===== config.mk =====
export PLATFORM = sky130hd
export DESIGN_NAME = rd_seq_top
export DESIGN_NICKNAME = d
export VERILOG_FILES = /design/src/rtl/rdseq_pkg.sv /design/src/rtl/rdseq_level_sync.sv /design/src/rtl/rdseq_counters.sv /design/src/rtl/rdseq_fsm.sv /design/src/rtl/rdseq_hold.sv /design/src/rtl/rd_seq_top.sv
export SDC_FILE = /design/constraint.sdc
export NUM_CORES = 1
export LEC_CHECK = 0
export BUFFER_PORTS_ARGS = -buffer_cell sky130_fd_sc_hd__buf_4
export CORE_MARGIN = 4
export CORE_UTILIZATION = 43
export DETAILED_ROUTE_END_ITERATION = 8
export GPL_TIMING_DRIVEN = 0
export PLACE_DENSITY = 0.88
export SYNTH_ARGS = -nofsm -noshare
export SYNTH_HDL_FRONTEND = slang
export SYNTH_SLANG_ARGS = --single-unit

===== constraint.sdc =====
create_clock -name clk -period 2.25 [get_ports clk]
set_input_delay 0.225 -clock clk [delete_from_list [all_inputs] [get_ports clk]]
set_output_delay 0.225 -clock clk [all_outputs]
set_load 0.02 [all_outputs]

===== src/rtl/rdseq_pkg.sv =====
package rdseq_pkg;

    typedef enum logic [2:0] {
        ST_IDLE  = 3'd0,
        ST_WAIT  = 3'd1,
        ST_ALIGN = 3'd2,
        ST_ACK1  = 3'd3,
        ST_ACK2  = 3'd4,
        ST_QUE1  = 3'd5,
        ST_QUE2  = 3'd6,
        ST_DRAIN = 3'd7
    } seq_state_e;

    // per-cycle control strobes from the state machine
    typedef struct packed {
        logic push;        // address to controller
        logic load;        // load burst counters on acceptance
        logic issue_step;  // one more burst address went out
        logic capture;     // burst word into data FIFO
        logic latch;       // single word into holding register
    } seq_ctl_t;

    function automatic logic is_ack_state(seq_state_e s);
        return (s == ST_ACK1) || (s == ST_ACK2);
    endfunction

endpackage


===== src/rtl/rdseq_level_sync.sv =====
module rdseq_level_sync #(
    parameter int STAGES = 2
) (
    input  logic clk,
    input  logic rst,
    input  logic din,
    output logic dout
);
    logic [STAGES-1:0] chain;

    generate
        for (genvar g = 0; g < STAGES; g++) begin : g_stage
            if (g == 0) begin : g_first
                always_ff @(posedge clk) begin
                    if (rst) chain[0] <= 1'b0;
                    else     chain[0] <= din;
                end
            end else begin : g_next
                always_ff @(posedge clk) begin
                    if (rst) chain[g] <= 1'b0;
                    else     chain[g] <= chain[g-1];
                end
            end
        end
    endgenerate

    assign dout = chain[STAGES-1];
endmodule


===== src/rtl/rdseq_counters.sv =====
module rdseq_counters #(
    parameter int PAIR_W = 4
) (
    input  logic              clk,
    input  logic              rst,
    input  logic              load,
    input  logic [PAIR_W-1:0] pairs,
    input  logic              addr_step,
    input  logic              beat_step,
    output logic              addr_last,
    output logic              beats_done
);
    localparam int CNT_W = PAIR_W + 1;

    logic [CNT_W-1:0] addr_left;
    logic [CNT_W-1:0] beat_left;
    logic [CNT_W-1:0] words;

    assign words = {pairs, 1'b0};

    // addresses still to push after the one sent with acceptance
    always_ff @(posedge clk) begin
        if (rst) begin
            addr_left <= '0;
        end else if (load) begin
            addr_left <= words - CNT_W'(1);
        end else if (addr_step && addr_left != '0) begin
            addr_left <= addr_left - CNT_W'(1);
        end
    end

    // words still expected from the controller
    always_ff @(posedge clk) begin
        if (rst) begin
            beat_left <= '0;
        end else if (load) begin
            beat_left <= words;
        end else if (beat_step && beat_left != '0) begin
            beat_left <= beat_left - CNT_W'(1);
        end
    end

    assign addr_last  = (addr_left == CNT_W'(1));
    assign beats_done = (beat_left == '0);
endmodule


===== src/rtl/rdseq_fsm.sv =====
module rdseq_fsm
    import rdseq_pkg::*;
(
    input  logic       clk,
    input  logic       rst,
    input  logic       cs,
    input  logic       rd_req,
    input  logic       burst,
    input  logic       pairs_nz,
    input  logic       addr_afull,
    input  logic       rd_valid,
    input  logic       bclk_sync,
    input  logic       addr_last,
    input  logic       beats_done,
    input  logic       drain_last,
    output seq_state_e state,
    output seq_ctl_t   ctl
);
    seq_state_e nxt;
    logic       issuing, issuing_n;
    logic       mode_burst, mode_burst_n;

    always_ff @(posedge clk) begin
        if (rst) begin
            state      <= ST_IDLE;
            issuing    <= 1'b0;
            mode_burst <= 1'b0;
        end else begin
            state      <= nxt;
            issuing    <= issuing_n;
            mode_burst <= mode_burst_n;
        end
    end

    always_comb begin
        nxt          = state;
        issuing_n    = issuing;
        mode_burst_n = mode_burst;
        ctl          = '0;
        unique case (state)
            ST_IDLE: begin
                if (issuing) begin
                    if (!addr_afull) begin
                        ctl.push       = 1'b1;
                        ctl.issue_step = 1'b1;
                        if (addr_last) begin
                            issuing_n = 1'b0;
                            nxt       = ST_WAIT;
                        end
                    end
                end else if (cs && rd_req && !addr_afull) begin
                    ctl.push     = 1'b1;
                    ctl.load     = 1'b1;
                    mode_burst_n = burst && pairs_nz;
                    if (burst && pairs_nz) issuing_n = 1'b1;
                    else                   nxt       = ST_WAIT;
                end
            end
            ST_WAIT: begin
                if (rd_valid) begin
                    if (mode_burst) begin
                        ctl.capture = 1'b1;
                        nxt         = ST_QUE1;
                    end else begin
                        ctl.latch = 1'b1;
                        nxt       = bclk_sync ? ST_ALIGN : ST_ACK1;
                    end
                end
            end
            ST_ALIGN: nxt = ST_ACK1;
            ST_ACK1:  nxt = ST_ACK2;
            ST_ACK2:  nxt = ST_IDLE;
            ST_QUE1: begin
                if (rd_valid) begin
                    ctl.capture = 1'b1;
                    nxt         = ST_QUE2;
                end
            end
            ST_QUE2: begin
                if (beats_done) begin
                    nxt = ST_DRAIN;
                end else if (rd_valid) begin
                    ctl.capture = 1'b1;
                    nxt         = ST_QUE1;
                end
            end
            ST_DRAIN: begin
                if (drain_last) nxt = ST_IDLE;
            end
            default: nxt = ST_IDLE;
        endcase
    end
endmodule


===== src/rtl/rdseq_hold.sv =====
module rdseq_hold
    import rdseq_pkg::*;
#(
    parameter int DW = 32
) (
    input  logic          clk,
    input  logic          rst,
    input  logic          latch,
    input  logic [DW-1:0] din,
    input  seq_state_e    state,
    output logic          ack,
    output logic [DW-1:0] dout
);
    logic [DW-1:0] word_q;

    always_ff @(posedge clk) begin
        if (rst)        word_q <= '0;
        else if (latch) word_q <= din;
    end

    assign ack  = is_ack_state(state);
    assign dout = ack ? word_q : '0;
endmodule


===== src/rtl/rd_seq_top.sv =====
module rd_seq_top
    import rdseq_pkg::*;
#(
    parameter int DW     = 32,
    parameter int PAIR_W = 4,
    parameter int SYNC_N = 2
) (
    input  logic              clk,
    input  logic              rst,
    input  logic              bus_clk_lvl,
    input  logic              cs,
    input  logic              rd_req,
    input  logic              burst,
    input  logic [PAIR_W-1:0] burst_pairs,
    input  logic              addr_afull,
    input  logic              ctl_rd_valid,
    input  logic [DW-1:0]     ctl_rd_data,
    output logic              addr_push,
    output logic              bus_ack,
    output logic [DW-1:0]     bus_data,
    output logic              fifo_wr,
    output logic [DW-1:0]     fifo_wdata,
    output logic              drain_go,
    input  logic              drain_last
);
    seq_state_e state;
    seq_ctl_t   ctl;
    logic       bclk_sync;
    logic       addr_last;
    logic       beats_done;

    rdseq_level_sync #(.STAGES(SYNC_N)) u_sync (
        .clk  (clk),
        .rst  (rst),
        .din  (bus_clk_lvl),
        .dout (bclk_sync)
    );

    rdseq_counters #(.PAIR_W(PAIR_W)) u_cnt (
        .clk        (clk),
        .rst        (rst),
        .load       (ctl.load),
        .pairs      (burst_pairs),
        .addr_step  (ctl.issue_step),
        .beat_step  (ctl.capture),
        .addr_last  (addr_last),
        .beats_done (beats_done)
    );

    rdseq_fsm u_fsm (
        .clk        (clk),
        .rst        (rst),
        .cs         (cs),
        .rd_req     (rd_req),
        .burst      (burst),
        .pairs_nz   (burst_pairs != '0),
        .addr_afull (addr_afull),
        .rd_valid   (ctl_rd_valid),
        .bclk_sync  (bclk_sync),
        .addr_last  (addr_last),
        .beats_done (beats_done),
        .drain_last (drain_last),
        .state      (state),
        .ctl        (ctl)
    );

    rdseq_hold #(.DW(DW)) u_hold (
        .clk   (clk),
        .rst   (rst),
        .latch (ctl.latch),
        .din   (ctl_rd_data),
        .state (state),
        .ack   (bus_ack),
        .dout  (bus_data)
    );

    assign addr_push  = ctl.push;
    assign fifo_wr    = ctl.capture;
    assign fifo_wdata = ctl_rd_data;
    assign drain_go   = (state == ST_DRAIN);
endmodule


==> results.md <==
- Status: complete, no violations
- Initial DRC count: 84
- Clock transition at the registers of the reported paths: 90 ps
- Mapped Area: 2640 um2
- # rows: 28
- Setup repair after global routing missed its margin: yes
- Startpoint types: register
- # DRC: 0
- Cell Count Post-Placement: 530
- Max layer used: met4
- Io pins: 113
- Final std cells w/o fill: 538
- Yosys top cell by area: dfxtp_1
- Via count: 2599
- Post-synthesis sequential area ratio: 37.2%
- First-pass iteration count of the detailed router: 4
- Largest net degree at the start of global routing: 16
- Final Slew Violations: 0
- Die Ht: between 80 and 90 um
- Crit-path slowest cell: or4b_4
- DP Worst Slack: 25.6 ps
- Least-Margin Pin Slew: 535 ps
- Crit path max fanout: 8
- Final min period: 2210 ps
- WL met1: 2730 um
- CP Data Arrival Time: around 2400 ps
- Met3 wire length: between 500 and 600 um
- First-pass GRT wire length: 11000 um
- IR drop worst, VDD: 0.000330 V
- Die width: 86.3 um
- Setup ws final: 41.8 ps
- Crit. End Element: register
- CP max stage delay: 580 ps
- Netlist cell types: 39
- Hold slack final: 89.8 ps
- Initial antenna violation count: 0
- Avg Inst Size Synth: 7.69 um2
- H-tree levels: 2
- Fmax: 0.453 GHz
- Crit path cell chain: or4b_4 -> or3_4 -> or4_4 -> xor2_1 -> a211oi_2
- Tot Pwr: 2.45 mW
- Worst Path Buf+Inv: 0
- N_diodes: 0
- Total Wirelength: 6860 um
- Period utilisation layout: 98.1%
- Syn Inst Count: 343
- Nets: 513
- Clock buffer count from CTS: 5
- TritonCTS clock tree: built
- Setup Viol. Count Final: 0
- Worst-case clock buffer depth: 2
- Avg WL per Cell: approximately 13 um
- Area Overhead vs Synth: 41.6%
- DR WL met2: approximately 3500 um
- Synth top area cells: dfxtp_1 (37%), nand2_1 (11%), buf_4 (9.1%)
- YS warnings: 0
- Share of cells above drive strength 1: a little over a third
- Power per cell area: 657 nW/um2
- Yosys reg bits: 49
- Max_cap viols: 0
- Clock skew: between 10 and 15 ps
- Setup CP Type: reg -> reg
- DP Wirelength: between 5000 and 6000 um
- Remaining Overflow, GRT: 0
- # port buffers: 112
- Root buf cell: clkbuf_8
- Setup tns final: 0 ps
- Ys async rst share: 0%
- Number of synthesized flops with an enable pin: 0
- Filler cells: 538
- Top_reg_cell synth: dfxtp_1
- Slew HR: 63.8%
- Critical Path RT: roughly 2500 ps
- Core area: 5920 um2
- CTS sink count: 49
- Final Hold Viols: 0
- Number of global-route vias before repair: about 2500
- Lkg Pwr: 1.65 nW
- Die area: roughly 7500 um2
- Synth top area share: 37.2%
- Worst path top cell family by delay: simple AND/OR/NAND/NOR gates
- Post-Syn Nets: 394
- Via/cell ratio: 4.83
- Routed Antenna Nets: 0
- Hold WC Path Type: in -> reg
- Clk_lat worst skew: 300 ps
- RD Place Congestion: 0.831
- Initial Util: about 45%
- GR Util All Layers: between 10% and 20%
==> cells in the mapped netlist (3+ instances only) <==
library cell	n
nand2_1	74
dfxtp_1	49
a21oi_1	40
and2_1	32
buf_4	32
clkbuf_1	20
nor2_1	9
inv_1	8
nor2b_1	8
xor2_1	8
a211oi_1	7
ha_1	6
nor3_1	6
nand3_1	5
o21ai_0	5
nand2b_1	3
nand3b_1	3
nor4_1	3
==> cell type report <==
type | count | area (um2) | area share, %
Clock inverter | 2 | 37.5 | 1.01
Multi-Input combinational cell | 234 | 1340 | 35.9
Inverter | 8 | 30.0 | 0.804
Buffer | 52 | 323 | 8.64
Tap cell | 75 | 93.8 | 2.51
Timing Repair Buffer | 112 | 841 | 22.5
Sequential cell | 49 | 985 | 26.4
Clock buffer | 6 | 82.6 | 2.21
==> cells in the final DEF (no fill, tap or decap), drive strengths merged <==
master | netlist | final
a211oi | 8 | 8
a21boi | 1 | 1
a21oi | 40 | 40
a2bb2oi | 1 | 1
and2 | 33 | 33
and3 | 1 | 1
buf | 32 | 145
bufinv | 0 | 1
clkbuf | 20 | 25
clkinvlp | 0 | 1
dfxtp | 49 | 49
ha | 6 | 6
inv | 8 | 8
mux2 | 1 | 1
mux2i | 1 | 1
nand2 | 74 | 74
nand2b | 3 | 3
nand3 | 5 | 5
nand3b | 3 | 3
nand4 | 1 | 1
nor2 | 9 | 9
nor2b | 8 | 8
nor3 | 6 | 6
nor4 | 3 | 3
nor4b | 2 | 2
nor4bb | 1 | 1
o211ai | 1 | 1
o21ai | 5 | 5
o22ai | 1 | 1
o2bb2ai | 1 | 1
o31a | 1 | 1
o31ai | 1 | 1
or2 | 1 | 1
or3 | 2 | 2
or4 | 2 | 2
or4b | 3 | 3
xnor2 | 1 | 1
xor2 | 8 | 8
==> flip-flops by register name, summed over array words and instances (netlist names) <==
signal            cells
u_cnt.addr_left       5
u_fsm.state           3
u_sync.chain          1
u_hold.word_q        32
u_fsm.mode_burst      1
u_cnt.beat_left       5
u_fsm.issuing         1
u_sync.dout           1
==> what timing repair did <==
| item | CTS | global route |
|---|---|---|
| resized for setup | 4 | 14 |
| setup buffers | 0 | 0 |
| setup endpoints to repair | 30 | 62 |
| pin swaps | 0 | 3 |
| gates cloned | 0 | 0 |
| hold buffers | 0 | 0 |
| hold endpoints to repair | 0 | 0 |
==> layer usage <==
| layer | up-vias | global-route usage (%) |
|---|---|---|
| met5 | - | 0 |
| met4 | 0 | 4.39 |
| met3 | 8 | 5.13 |
| met2 | 75 | 31.1 |
| met1 | 1177 | 21.9 |
| li1 | 1339 | - |
==> power breakdown <==
part,leakage (nW),internal (mW),switching [mW]
registers,0.399,0.983,0.0769
logic,1.19,0.336,0.414
clock network,0.0574,0.361,0.282
==> metrics by stage <==
step           area (um2)  util, %
2_1_floorplan        2640        -
3_3_place_gp         3570     60.3
3_5_place_dp         3570     60.3
4_1_cts              3700     62.5
5_1_grt              3730     63.1
6_report             3730     63.1
==> logic make-up after synthesis <==
group	Yosys count	synth area share [%]
AO/OA/AOI/OAI	60	13.1
adder cells (fa/ha/maj)	6	2.85
buffers and inverters	60	13.1
flip-flops	49	37.2
XOR/XNOR	9	2.99
AND/OR/NAND/NOR	157	30.0
multiplexers	2	0.806
==> final timing paths <==
check                                    from                              end  slack, ps  depth (start not counted)
hold reg to reg    u_sync.chain[0]$_SDFF_PP0_           u_sync.dout$_SDFF_PP0_        440                          1
hold / removal                     drain_last      u_fsm.state[2]$_SDFFE_PP0P_         90                          2
setup / recovery  u_fsm.state[1]$_SDFFE_PP0P_  u_cnt.addr_left[3]$_SDFFE_PP0P_         40                          5
setup reg to reg  u_fsm.state[1]$_SDFFE_PP0P_  u_cnt.addr_left[3]$_SDFFE_PP0P_         40                          5
Note: power is estimated with default switching activity, not from simulation.
